`src/rtl/mism_router_pkg.sv`:
```
package mism_router_pkg;
  localparam int LINK_IDX_W = 4;

  typedef enum logic [2:0] {
    SEL_NONE,
    SEL_LOCAL,
    SEL_DIR_LO,
    SEL_DIR_HI,
    SEL_LINK
  } reg_sel_e;

  // strobes from control to datapath
  typedef struct packed {
    reg_sel_e              regSel;
    logic [LINK_IDX_W-1:0] linkIdx;
    logic                  wrStb;
    logic                  capture;
  } dp_ctrl_t;
endpackage

```
`src/rtl/mism_router_ctrl.sv`:
```
module mism_router_ctrl
  import mism_router_pkg::*;
#(
  parameter int ADDR_W    = 6,
  parameter int NUM_LINKS = 8,
  parameter int LINK_BASE = 8
) (
  input  logic              clk,
  input  logic              rstN,
  input  logic              cfgWrEn,
  input  logic [ADDR_W-1:0] cfgAddr,
  input  logic              hdrValid,
  output dp_ctrl_t          ctl,
  output logic              resValid
);
  localparam logic [ADDR_W-1:0] ADDR_LOCAL  = ADDR_W'(1);
  localparam logic [ADDR_W-1:0] ADDR_DIR_LO = ADDR_W'(2);
  localparam logic [ADDR_W-1:0] ADDR_DIR_HI = ADDR_W'(3);
  localparam logic [ADDR_W-1:0] LINK_LO     = ADDR_W'(LINK_BASE);
  localparam logic [ADDR_W-1:0] LINK_HI     = ADDR_W'(LINK_BASE + NUM_LINKS);

  logic [ADDR_W-1:0] linkOfs;
  assign linkOfs = cfgAddr - LINK_LO;

  always_comb begin
    ctl         = '0;
    ctl.regSel  = SEL_NONE;
    if (cfgAddr == ADDR_LOCAL)       ctl.regSel = SEL_LOCAL;
    else if (cfgAddr == ADDR_DIR_LO) ctl.regSel = SEL_DIR_LO;
    else if (cfgAddr == ADDR_DIR_HI) ctl.regSel = SEL_DIR_HI;
    else if (cfgAddr >= LINK_LO && cfgAddr < LINK_HI) begin
      ctl.regSel  = SEL_LINK;
      ctl.linkIdx = LINK_IDX_W'(linkOfs);
    end
    ctl.wrStb   = cfgWrEn;
    ctl.capture = hdrValid;
  end

  always_ff @(posedge clk or negedge rstN) begin
    if (!rstN) resValid <= 1'b0;
    else       resValid <= hdrValid;
  end
endmodule

```
`src/rtl/mism_router_dp.sv`:
```
module mism_router_dp
  import mism_router_pkg::*;
#(
  parameter int NODE_W    = 16,
  parameter int DIR_W     = 4,
  parameter int NET_W     = 2,
  parameter int CHAN_W    = 8,
  parameter int NUM_LINKS = 8,
  parameter int DATA_W    = 32
) (
  input  logic                         clk,
  input  logic                         rstN,
  input  dp_ctrl_t                     ctl,
  input  logic [DATA_W-1:0]            cfgWrData,
  output logic [DATA_W-1:0]            cfgRdData,
  input  logic [NODE_W-1:0]            hdrDest,
  input  logic [NET_W-1:0]             hdrNet,
  input  logic [$clog2(NUM_LINKS)-1:0] hdrLink,
  input  logic [NUM_LINKS-1:0]         linkIdle,
  output logic                         resLocal,
  output logic                         resStatic,
  output logic                         resErr,
  output logic                         resBusy,
  output logic [DIR_W-1:0]             resDir,
  output logic [$clog2(NUM_LINKS)-1:0] resLink,
  output logic [CHAN_W-1:0]            resChanEnd
);
  localparam int LINK_W     = $clog2(NUM_LINKS);
  localparam int POS_W      = $clog2(NODE_W);
  localparam int TBL_W      = NODE_W * DIR_W;
  localparam int STATIC_BIT = DATA_W - 1;
  localparam int NET_LSB    = 24;
  localparam int DIR_LSB    = 16;
  localparam int CHAN_LSB   = 0;

  logic [NODE_W-1:0] localId;
  logic [TBL_W-1:0]  dirTbl;
  logic              lnkStatic [NUM_LINKS];
  logic [NET_W-1:0]  lnkNet    [NUM_LINKS];
  logic [DIR_W-1:0]  lnkDir    [NUM_LINKS];
  logic [CHAN_W-1:0] lnkChan   [NUM_LINKS];

  // global configuration registers
  always_ff @(posedge clk or negedge rstN) begin
    if (!rstN) begin
      localId <= '0;
      dirTbl  <= '0;
    end else if (ctl.wrStb) begin
      case (ctl.regSel)
        SEL_LOCAL:  localId                <= cfgWrData[NODE_W-1:0];
        SEL_DIR_LO: dirTbl[DATA_W-1:0]     <= cfgWrData;
        SEL_DIR_HI: dirTbl[TBL_W-1:DATA_W] <= cfgWrData;
        default: ;
      endcase
    end
  end

  // per-link configuration words
  logic [NUM_LINKS-1:0] cfgMatch;
  for (genvar i = 0; i < NUM_LINKS; i++) begin : g_link
    logic hit;
    assign hit = ctl.wrStb && (ctl.regSel == SEL_LINK) &&
                 (ctl.linkIdx == LINK_IDX_W'(i));
    always_ff @(posedge clk or negedge rstN) begin
      if (!rstN) begin
        lnkStatic[i] <= 1'b0;
        lnkNet[i]    <= '0;
        lnkDir[i]    <= '0;
        lnkChan[i]   <= '0;
      end else if (hit) begin
        lnkStatic[i] <= cfgWrData[STATIC_BIT];
        lnkNet[i]    <= cfgWrData[NET_LSB +: NET_W];
        lnkDir[i]    <= cfgWrData[DIR_LSB +: DIR_W];
        lnkChan[i]   <= cfgWrData[CHAN_LSB +: CHAN_W];
      end
    end
  end

  // read-back mux
  always_comb begin
    cfgRdData = '0;
    case (ctl.regSel)
      SEL_LOCAL:  cfgRdData[NODE_W-1:0] = localId;
      SEL_DIR_LO: cfgRdData = dirTbl[DATA_W-1:0];
      SEL_DIR_HI: cfgRdData = dirTbl[TBL_W-1:DATA_W];
      SEL_LINK: begin
        for (int i = 0; i < NUM_LINKS; i++) begin
          if (ctl.linkIdx == LINK_IDX_W'(i)) begin
            cfgRdData[STATIC_BIT]         = lnkStatic[i];
            cfgRdData[NET_LSB +: NET_W]   = lnkNet[i];
            cfgRdData[DIR_LSB +: DIR_W]   = lnkDir[i];
            cfgRdData[CHAN_LSB +: CHAN_W] = lnkChan[i];
          end
        end
      end
      default: ;
    endcase
  end

  // leading-one of the identifier difference
  logic [NODE_W-1:0] diffBits;
  logic [POS_W-1:0]  mismPos;
  logic [DIR_W-1:0]  chosenDir;
  assign diffBits = hdrDest ^ localId;

  always_comb begin
    mismPos = '0;
    for (int p = 0; p < NODE_W; p++)
      if (diffBits[p]) mismPos = POS_W'(p);
  end

  always_comb begin
    chosenDir = '0;
    for (int p = 0; p < NODE_W; p++)
      if (mismPos == POS_W'(p)) chosenDir = dirTbl[p*DIR_W +: DIR_W];
  end

  // candidate links and lowest-index winner
  for (genvar i = 0; i < NUM_LINKS; i++) begin : g_cand
    assign cfgMatch[i] = !lnkStatic[i] && (lnkDir[i] == chosenDir) &&
                         (lnkNet[i] == hdrNet);
  end

  logic [NUM_LINKS-1:0] readyMatch;
  logic [LINK_W-1:0]    winner;
  assign readyMatch = cfgMatch & linkIdle;

  always_comb begin
    winner = '0;
    for (int i = NUM_LINKS - 1; i >= 0; i--)
      if (readyMatch[i]) winner = LINK_W'(i);
  end

  // next result
  logic              inStatic, isLocal;
  logic              nLocal, nStatic, nErr, nBusy;
  logic [DIR_W-1:0]  nDir;
  logic [LINK_W-1:0] nLink;
  logic [CHAN_W-1:0] nChan;
  assign inStatic = lnkStatic[hdrLink];
  assign isLocal  = (diffBits == '0);

  always_comb begin
    nLocal = 1'b0; nStatic = 1'b0; nErr = 1'b0; nBusy = 1'b0;
    nDir = '0; nLink = '0; nChan = '0;
    if (inStatic) begin
      nStatic = 1'b1;
      nChan   = lnkChan[hdrLink];
    end else if (isLocal) begin
      nLocal = 1'b1;
    end else begin
      nDir = chosenDir;
      if (cfgMatch == '0)        nErr  = 1'b1;
      else if (readyMatch == '0) nBusy = 1'b1;
      else                       nLink = winner;
    end
  end

  always_ff @(posedge clk or negedge rstN) begin
    if (!rstN) begin
      resLocal <= 1'b0; resStatic <= 1'b0; resErr <= 1'b0; resBusy <= 1'b0;
      resDir <= '0; resLink <= '0; resChanEnd <= '0;
    end else if (ctl.capture) begin
      resLocal <= nLocal; resStatic <= nStatic; resErr <= nErr; resBusy <= nBusy;
      resDir <= nDir; resLink <= nLink; resChanEnd <= nChan;
    end
  end


  result_hold_chk: assert property (@(posedge clk) disable iff (!rstN)
    !ctl.capture |=> $stable({resLocal, resStatic, resErr, resBusy, resDir, resLink, resChanEnd}));


  outcome_excl_chk: assert property (@(posedge clk) disable iff (!rstN)
    $onehot0({resLocal, resStatic, resErr, resBusy}));


  winner_idle_chk: assert property (@(posedge clk) disable iff (!rstN)
    $past(ctl.capture) && !(resLocal || resStatic || resErr || resBusy)
      |-> ((($past(linkIdle) >> resLink) & NUM_LINKS'(1)) != '0));


  winner_cfg_chk: assert property (@(posedge clk) disable iff (!rstN)
    $past(ctl.capture) && !$past(ctl.wrStb) && !(resLocal || resStatic || resErr || resBusy)
      |-> (!lnkStatic[resLink] && lnkDir[resLink] == resDir));
endmodule

```
`src/rtl/mism_router.sv`:
```
module mism_router
  import mism_router_pkg::*;
#(
  parameter int NODE_W    = 16,
  parameter int DIR_W     = 4,
  parameter int NET_W     = 2,
  parameter int CHAN_W    = 8,
  parameter int NUM_LINKS = 8,
  parameter int DATA_W    = 32,
  parameter int ADDR_W    = 6,
  parameter int LINK_BASE = 8
) (
  input  logic                         clk,
  input  logic                         rstN,
  input  logic                         cfgWrEn,
  input  logic [ADDR_W-1:0]            cfgAddr,
  input  logic [DATA_W-1:0]            cfgWrData,
  output logic [DATA_W-1:0]            cfgRdData,
  input  logic                         hdrValid,
  input  logic [NODE_W-1:0]            hdrDest,
  input  logic [NET_W-1:0]             hdrNet,
  input  logic [$clog2(NUM_LINKS)-1:0] hdrLink,
  input  logic [NUM_LINKS-1:0]         linkIdle,
  output logic                         resValid,
  output logic                         resLocal,
  output logic                         resStatic,
  output logic                         resErr,
  output logic                         resBusy,
  output logic [DIR_W-1:0]             resDir,
  output logic [$clog2(NUM_LINKS)-1:0] resLink,
  output logic [CHAN_W-1:0]            resChanEnd
);
  dp_ctrl_t ctl;

  mism_router_ctrl #(
    .ADDR_W(ADDR_W), .NUM_LINKS(NUM_LINKS), .LINK_BASE(LINK_BASE)
  ) u_ctrl (
    .clk(clk), .rstN(rstN), .cfgWrEn(cfgWrEn), .cfgAddr(cfgAddr),
    .hdrValid(hdrValid), .ctl(ctl), .resValid(resValid)
  );

  mism_router_dp #(
    .NODE_W(NODE_W), .DIR_W(DIR_W), .NET_W(NET_W), .CHAN_W(CHAN_W),
    .NUM_LINKS(NUM_LINKS), .DATA_W(DATA_W)
  ) u_dp (
    .clk(clk), .rstN(rstN), .ctl(ctl), .cfgWrData(cfgWrData),
    .cfgRdData(cfgRdData), .hdrDest(hdrDest), .hdrNet(hdrNet),
    .hdrLink(hdrLink), .linkIdle(linkIdle), .resLocal(resLocal),
    .resStatic(resStatic), .resErr(resErr), .resBusy(resBusy),
    .resDir(resDir), .resLink(resLink), .resChanEnd(resChanEnd)
  );
endmodule

```
`config.mk`:
```
export PLATFORM = sky130hd
export DESIGN_NAME = mism_router
export DESIGN_NICKNAME = d
export VERILOG_FILES = /design/src/rtl/mism_router_pkg.sv /design/src/rtl/mism_router_ctrl.sv /design/src/rtl/mism_router_dp.sv /design/src/rtl/mism_router.sv
export SDC_FILE = /design/constraint.sdc
export NUM_CORES = 1
export LEC_CHECK = 0
export ABC_AREA = 1
export ABC_CLOCK_PERIOD_IN_PS = 3500
export BUFFER_PORTS_ARGS = -buffer_cell sky130_fd_sc_hd__buf_4
export CORE_ASPECT_RATIO = 0.7
export CORE_MARGIN = 3
export CORE_UTILIZATION = 45
export CTS_CLUSTER_SIZE = 14
export DETAILED_ROUTE_END_ITERATION = 10
export SLEW_MARGIN = 20
export SYNTH_ARGS = -nofsm -noshare
export SYNTH_HDL_FRONTEND = slang
export SYNTH_SLANG_ARGS = --single-unit
```
`constraint.sdc`:
```
create_clock -name clk -period 3.5 [get_ports clk]
set_clock_uncertainty 0.15 [all_clocks]
set_input_delay 0.175 -clock clk [delete_from_list [all_inputs] [get_ports clk]]
set_output_delay 0.175 -clock clk [all_outputs]
set_load 0.01 [all_outputs]
```
==> results of run 1 <==
through the flow:
stage / instances / hold WS, ns / power [mW] / instance area, um2
CTS: 2071 / 0.00371 / 7.40 / 14700
finish: 2080 / -0.00142 / 7.51 / 15000
global placement: 1983 / 0.102 / 4.61 / 13400
floorplan: 1542 / -0.271 / 3.99 / 11800
detailed placement: 1983 / 0.100 / 4.64 / 13400
global route: 2080 / 0.0197 / 7.90 / 15000
layer usage:
| layer | track usage [%] | up-vias |
|---|---|---|
| li1 | - | 5504 |
| met2 | 40.1 | 360 |
| met4 | 4.51 | 0 |
| met5 | 0 | - |
| met3 | 5.96 | 57 |
| met1 | 42.8 | 5506 |
placed cells by master (no fill, tap or decap), types with 8 or more instances in the layout:
master and n:
nand4_1 19, inv_2 13, nand3_2 8, nand2_2 18, a22o_1 12, inv_1 145, buf_4 205, dfrtp_1 220
nor2_2 12, nor2_4 9, o21ai_0 283, xor2_1 13, o22ai_1 13, nor2_1 73, o2111ai_1 14, a21o_1 8
clkinv_2 8, a21oi_1 51, clkbuf_16 25, dlygate4sd3_1 36, xnor2_1 12, nand3_1 43, o211ai_1 16, nand2_1 407
a221oi_1 12, nand2_4 12
final cells by class:
| class | instances | area [um2] | share of cell area (%) |
|---|---|---|---|
| multi-input cells | 1085 | 5650 | 37.8 |
| flip-flops and latches | 220 | 5510 | 36.8 |
| repair buffers | 246 | 1970 | 13.2 |
| clock buffers | 33 | 706 | 4.72 |
| inverters | 160 | 602 | 4.03 |
| well taps | 325 | 407 | 2.72 |
| clock inverters | 11 | 111 | 0.745 |
how the worst max path moves through the flow:
stage | cells past startpoint | to | start | slack (ns)
floorplan | 32 | u_dp.resLink[0] | u_dp.localId[13] | 0.33
global placement | 33 | u_dp.resLink[0] | u_dp.localId[13] | -0.21
detailed placement | 39 | u_dp.resLink[2] | u_dp.localId[2] | -0.23
CTS | 39 | u_dp.resLink[2] | u_dp.localId[2] | -0.17
global route | 39 | u_dp.resLink[2] | u_dp.localId[1] | -0.67
finish | 41 | u_dp.resLink[0] | u_dp.localId[1] | -0.26
flip-flops by register name, indices dropped and copies added (netlist names), 3 cells and up:
| name | count |
|---|---|
| u_dp.resChanEnd | 8 |
| u_dp.lnkNet | 16 |
| u_dp.lnkDir | 32 |
| u_dp.localId | 16 |
| u_dp.lnkChan | 64 |
| u_dp.dirTbl | 64 |
| u_dp.resLink | 3 |
| u_dp.resDir | 4 |
| u_dp.lnkStatic | 8 |
power by group:
part           internal (mW)  switching (mW)
registers               2.84           0.260
logic                  0.744            1.03
clock network           1.56            1.08
kinds of logic after synthesis:
kind of cell    count (synthesis)
xor+xnor                       31
buf+inv                       240
compound gates                437
flops                         220
simple gates                  614
timing repair:
item                                    in CTS  in global routing
pin swaps                                   11                 21
endpoints found under the setup margin       5                 10
gates cloned                                 1                  2
hold buffers                                36                  0
hold endpoints to repair                   243                  0
gates resized for setup                     30                 36
setup buffers                                7                  7
critical path: cells and delay by family, from the launching register on:
family	cells	cell delay, ns
AO/OA/AOI/OAI	2	0.24
buffers and inverters	5	0.41
flip-flops	1	0.37
AND/OR/NAND/NOR	34	2.54
==> impl_metrics.ini, run 1 <==
[worst_hold_path]
worstHoldPathCells = 3
hold_end = u_dp.lnkChan[23]
min_from = cfgWrData[7]
worstHoldPathType = in2reg

[floorplan]
core-area_mm2 = 0.0252
die-area_mm2 = 0.0282
die_height_um = 141
design.portCount = 123
rows = 48
die_w_um = 199
start_util_pct = 46.8

[synthesis]
synth_compound_area_share_pct = 21.0
synth-seq-cells = 220
syn_nets = 1613
ys_seq_area_share_pct = 46.7
yosys.area_share.simple_pct = 22.2
yosys_warnings = 0
avgSynthCellArea_um2 = 7.64
synth_area_leader_cell = dfrtp_1
synthFlopType = dfrtp_1
synth_area_leaders = dfrtp_1 (47%), nand2_1 (13%), o21ai_0 (12%)
async_flop_share_pct = 100
synth_cells = 1542
synth_top_area_share_pct = 46.7
synth_edf_count = 0
synthMuxAreaShare_pct = 0
synthesis.area_mm2 = 0.0118
synth_fa_ha_area_share_pct = 0
yosys.cell_types.count = 47
synth_top_family_by_area = simple AND/OR/NAND/NOR gates
synth-xor-area-share_pct = 2.37
synth_common_cells = nand2_1 (423), o21ai_0 (286), dfrtp_1 (220), inv_1 (147), nor2_1 (86)
yosysMostFrequentCell = nand2_1

[critical_path]
slowest_stage = dfrtp_1
worstReg2RegStart = u_dp.localId[1]
slowest_delay_ns = 0.37
cp.required_ns = 3.81
crit_path_max_fanout = 5
arrival_ns = 4.08
ff2ff_path_depth = 41
end_kind = flip-flop
worst_path_most_repeated_cell = nand2_1
r2r_slack_ns = -0.26
rr_endpoint = u_dp.resLink[0]
crit_type = reg2reg
crit_path_start_kind = flip-flop

[grt]
grt_max_degree = 94
grt-ovfl-total = 0
grt_pass1_wl_um = 61000
grt_pass1_vias = 10700
grtUsageTotal_pct = 27.5
antenna_found_initial = 0

[route]
initialDrtViolationCount = 1071
vias_per_cell = 5.49
met1_length_um = 19200
vias = 11400
met3_length_um = 2670
ant_nets = 0
dr.pass1.iters = 5
wl_per_cell_um = 18.7
dr.max_layer_used = met4
drc = 0
met2_length_um = 16400
routed_wl_um = 38900

[sta]
fin_ws_ns = -0.264
finalSetupViolations = 5
finalMaxSlewViolations = 0
max-slew-margin-rel_pct = 31.7
fmax_mhz = 266
fin_setup_tns_ns = -1.13
hold_slack_ns = -0.00142
fin_crit_sh_pct = 108
rsz0062_at_grt = true
period_needed_ns = 3.76
worstMarginPinSlew_ns = 1.02
finalHoldViolCount = 1

[placed_design]
globalplace.congestion = 0.921
portBuffers = 122
place_ws_ns = -0.229
hpwl_um = 27800

[final_layout]
drive_above_1_share_pct = 19.7
fin_nets = 1808
nFillCells = 2329
utilization_pct = 59.4
n_antenna_cell = 0
syn2layout_area_growth_pct = 26.9

[pwr]
ir_drop_mv = 0.360
p_per_area_mw_per_mm2 = 502
power_leakage_nw = 7.10

[clock_tree]
cts_tree = done
cts.htree.levels = 1
cts.sinks = 220
clock-root-buffer = clkbuf_16
cts_buffer_depth = 3
clk-insertion-delay-late_ns = 0.53
numCtsBuffers = 24
path_clk_slew_ns = 0.06

[flow_run]
maxCapViolations = 0

[outcome]
status = finished with violations
violations = negative hold slack, negative setup slack
Power figures use the tool's default switching activity.
==> inputs of run 2 (changes only) <==
Settings changed: ABC_CLOCK_PERIOD_IN_PS 3500 to 3620, CORE_MARGIN 3 to not set.
Clock period 3.5 ns to 3.62 ns, I/O delays scaled along.
==> impl_metrics.ini, run 2 (same netlist as run 1, synthesis figures left out) <==
[route]
routed_wl_um = 39200
dr.pass1.iters = 6
ant_nets = 0
wl_per_cell_um = 18.6
initialDrtViolationCount = 990
drc = 0
vias_per_cell = 5.46
vias = 11500

[floorplan]
design.portCount = 123
die-area_mm2 = 0.0268
die_height_um = 137
die_w_um = 195
rows = 49
start_util_pct = 45.9
core-area_mm2 = 0.0257

[sta]
worstMarginPinSlew_ns = 1.05
max-slew-margin-rel_pct = 30.0
fmax_mhz = 254
period_needed_ns = 3.93
fin_crit_sh_pct = 109
hold_slack_ns = -0.00722
finalHoldViolCount = 2
fin_ws_ns = -0.311
rsz0062_at_grt = true
finalMaxSlewViolations = 0
finalSetupViolations = 9

[outcome]
status = finished with violations
violations = negative hold slack, negative setup slack

[pwr]
power.internal_mw = 4.96
netSwitchingPower_mw = 2.25
power_leakage_nw = 7.19
seq_power_share_pct = 41.5
p_comb_share_pct = 23.4
ir_drop_mv = 0.345
p_clk_share_pct = 35.1
p_per_area_mw_per_mm2 = 479
switching_share_pct = 31.2

[critical_path]
cp.required_ns = 3.94
crit_path_start_kind = flip-flop
end_kind = flip-flop
ff2ff_path_depth = 30
worstReg2RegStart = u_dp.localId[4]
slowest_stage = dfrtp_1
crit_type = reg2reg
worst_path_most_repeated_cell = nand2_1
slowest_delay_ns = 0.41
r2r_slack_ns = -0.31
crit_path_max_fanout = 5
arrival_ns = 4.25
rr_endpoint = u_dp.resLink[2]

[worst_hold_path]
hold_end = u_dp.dirTbl[48]
worstHoldPathType = in2reg
worstHoldPathCells = 3
min_from = cfgWrData[16]

[grt]
antenna_found_initial = 0
grt_max_degree = 90
grtUsageTotal_pct = 29.6
grt-ovfl-total = 0
grt_pass1_wl_um = 61200
grt_pass1_vias = 10800

[final_layout]
syn2layout_area_growth_pct = 27.7
final_cell_mix = nand2_1 (417), o21ai_0 (285), buf_4 (225), dfrtp_1 (220), inv_1 (146)
layout_commonest_cell = nand2_1
top_regs = u_dp.dirTbl x64, u_dp.lnkChan x64, u_dp.lnkDir x32
fin_nets = 1832
drive_above_1_share_pct = 19.7
n_antenna_cell = 0
instances_no_fill = 2108
nFillCells = 2418
utilization_pct = 58.5

[flow_run]
maxCapViolations = 0

[placed_design]
place_inst = 1998
globalplace.congestion = 0.935
hpwl_um = 27600
portBuffers = 122

[clock_tree]
cts.htree.levels = 1
numCtsBuffers = 24
clock-root-buffer = clkbuf_16
path_clk_slew_ns = 0.07
cts_buffer_depth = 3
clk-insertion-delay-late_ns = 0.53
cts_tree = done
cts.sinks = 220
[run 2: how the worst max path moves through the flow]
stage,slack (ns),end,start,depth (start not counted)
2_1_floorplan,0.45,u_dp.resLink[0],u_dp.localId[13],32
3_3_place_gp,-0.42,u_dp.resLink[0],u_dp.localId[3],38
3_5_place_dp,-0.39,u_dp.resLink[2],u_dp.localId[3],38
4_1_cts,-0.25,u_dp.resLink[0],u_dp.localId[3],31
5_1_grt,-0.59,u_dp.resLink[2],u_dp.localId[1],41
6_report,-0.31,u_dp.resLink[2],u_dp.localId[4],30
[run 2: power groups by stage]
stage	combinational [mW]	sequential [mW]	clock [mW]
2_1_floorplan	0.900	2.96	0
5_1_grt	1.88	3.02	2.65
6_report	1.69	2.99	2.53
3_5_place_dp	1.50	3.02	0
3_3_place_gp	1.48	3.01	0
4_1_cts	1.63	2.98	2.58
[run 2: per-layer routing]
metal / vias to the layer above / part of all wire, % / GRT usage (%)
met5: - / 0 / 0
met4: 0 / 2.0 / 6.08
met3: 54 / 6.7 / 4.70
met2: 359 / 42 / 43.7
met1: 5553 / 49 / 45.5
li1: 5538 / - / -
[run 2: critical path, delay by kind of cell (launching register included)]
| kind | cells | cell delay (ns) |
|---|---|---|
| buf+inv | 3 | 0.33 |
| flops | 1 | 0.41 |
| simple gates | 22 | 2.02 |
| compound gates | 3 | 0.59 |
| xor+xnor | 2 | 0.33 |
[run 2: area by class of cell]
| type | instances | area (um2) | area share [%] |
|---|---|---|---|
| clock buffer | 35 | 743 | 4.94 |
| clock inverter | 7 | 62.6 | 0.416 |
| inverter | 160 | 602 | 4.00 |
| multi-input combinational | 1083 | 5530 | 36.7 |
| sequential | 220 | 5510 | 36.6 |
| tap | 331 | 414 | 2.75 |
| timing repair buffer | 272 | 2190 | 14.5 |
[run 2: metrics by stage]
step	instance area [um2]	hold WS, ns	setup slack, ns	power, mW	setup TNS, ns
floorplan	11800	-0.265	0.453	3.86	0
global placement	13500	0.105	-0.423	4.49	-1.86
detailed placement	13500	0.112	-0.387	4.52	-1.69
CTS	14900	0.00128	-0.246	7.19	-1.03
global route	15000	0.0191	-0.588	7.56	-3.73
finish	15000	-0.00722	-0.311	7.21	-1.76
[run 2: repair_timing]
action | CTS | global route
cloned | 1 | 0
hold buffers | 39 | 0
setup endpoints to repair | 5 | 13
resized for setup | 20 | 20
setup buffers | 23 | 5
hold endpoints to repair | 262 | 0
pin swaps | 13 | 9
==> inputs of run 3 (changes only) <==
Settings changed: BUFFER_PORTS_ARGS -buffer_cell sky130_fd_sc_hd__buf_4 to not set, CORE_UTILIZATION 45 to 40, DONT_BUFFER_PORTS set to 1.
==> impl_metrics.ini, run 3 (same netlist as run 1, synthesis figures left out) <==
[worst_hold_path]
worstHoldPathType = in2async

[grt]
antenna_found_initial = 0
grt-ovfl-total = 0
grt_max_degree = 221
grt_pass1_wl_um = 60400
grtUsageTotal_pct = 25.5
grt_pass1_vias = 10300

[route]
routed_wl_um = 38300
ant_nets = 0
vias = 11100
dr.pass1.iters = 5
vias_per_cell = 5.50
drc = 0
initialDrtViolationCount = 1133
wl_per_cell_um = 19.0

[final_layout]
drive_above_1_share_pct = 13.9
final_cell_area_mm2 = 0.0142
top_regs = u_dp.dirTbl x64, u_dp.lnkChan x64, u_dp.lnkDir x32
layout_commonest_cell = nand2_1
utilization_pct = 49.1
final_cell_mix = nand2_1 (405), o21ai_0 (283), dfrtp_1 (220), inv_1 (144), buf_4 (80)
nFillCells = 2846
regArea_mm2 = 0.00551
fin_nets = 1692
multiInputGateArea_mm2 = 0.00567
n_antenna_cell = 0
syn2layout_area_growth_pct = 20.7

[critical_path]
slowest_delay_ns = 0.42
crit_type = reg2reg
path_buf_inv = 7
slowest_stage = dfrtp_1
end_kind = flip-flop
crit_path_start_kind = flip-flop
cp.required_ns = 3.94
critPathTopFamily = simple AND/OR/NAND/NOR gates
arrival_ns = 4.19
worst_path_most_repeated_cell = nand2_1
crit_path_max_fanout = 8

[sta]
rsz0062_at_grt = true
period_needed_ns = 3.86
finalSetupViolations = 5
fin_setup_tns_ns = -1.01
worstMarginPinSlew_ns = 1.10
max-slew-margin-rel_pct = 26.6
fin_ws_ns = -0.242
hold_slack_ns = -0.819
finalHoldViolCount = 220
fmax_mhz = 259
fin_crit_sh_pct = 107
finalMaxSlewViolations = 0

[placed_design]
place_area_mm2 = 0.0125
hpwl_um = 26800
globalplace.congestion = 0.959
portBuffers = 0

[outcome]
violations = negative hold slack, negative setup slack
status = finished with violations

[floorplan]
die-area_mm2 = 0.0302
rows = 52
die_height_um = 146
die_w_um = 207
design.portCount = 123
start_util_pct = 40.7
core-area_mm2 = 0.0290

[clock_tree]
path_clk_slew_ns = 0.07
clk-insertion-delay-late_ns = 0.54
cts.sinks = 220
hold_buffers = 48
clock-root-buffer = clkbuf_16
cts.htree.levels = 1
numCtsBuffers = 24
cts_tree = done
cts_buffer_depth = 3

[pwr]
power_leakage_nw = 6.52
ir_drop_mv = 0.348
p_per_area_mw_per_mm2 = 505
p_total_mw = 7.19

[flow_run]
maxCapViolations = 0
## run 3: layer usage
layer	vias up	wire length, um	part of all wire, %	global-route usage, %
li1	5267	-	-	-
met1	5324	18900	49	40.4
met2	453	15700	41	35.7
met3	38	3160	8.2	4.86
met4	0	599	1.6	4.96
met5	-	0	0	0
## run 3: per-stage QoR
step	hold slack [ns]	worst slack (ns)	instances
detailed placement	-0.256	-0.336	1912
floorplan	-0.265	0.453	1542
global placement	-0.259	-0.289	1912
CTS	-0.839	-0.227	2013
global route	-0.840	-0.573	2016
finish	-0.819	-0.242	2016
## run 3: worst paths after layout
kind,cells after the start,endpoint,slack [ns],startpoint
setup / recovery,33,u_dp.resLink[2],-0.24,u_dp.localId[13]
hold / removal,0,u_dp.dirTbl[52],-0.82,rstN
setup reg to reg,33,u_dp.resLink[2],-0.24,u_dp.localId[13]
hold reg to reg,2,u_dp.lnkChan[27],0.33,u_dp.lnkChan[27]
max in group asynchronous,0,u_dp.dirTbl[1],3.53,rstN
min in group clk,3,u_dp.resLink[0],0.02,hdrValid
## run 3: final cells by class
class | count | area share [%]
inverter | 160 | 4.25
clock buffer | 30 | 4.66
sequential | 220 | 38.7
tap | 378 | 3.33
multi-input combinational | 1083 | 39.8
clock inverter | 13 | 1.27
timing repair buffer | 132 | 7.92
## run 3: timing repair
action | 4_1_cts | 5_1_grt
gates cloned | 1 | 0
pin swaps | 18 | 36
endpoints found under the hold margin | 435 | 220
buffers inserted | 9 | 3
gates resized for setup | 31 | 44
setup endpoints to repair | 5 | 6
## run 3: worst register-to-register path: cells and delay by family, from the launching register on
family,cells,cell delay [ns]
xor gates and xnor gates,1,0.21
buffers and inverters,7,0.73
DFF,1,0.42
and+or+nand+nor,25,2.28
## run 3: power by group
part	switching, mW	internal (mW)
clock	1.06	1.59
combinational	0.891	0.634
sequential	0.266	2.74
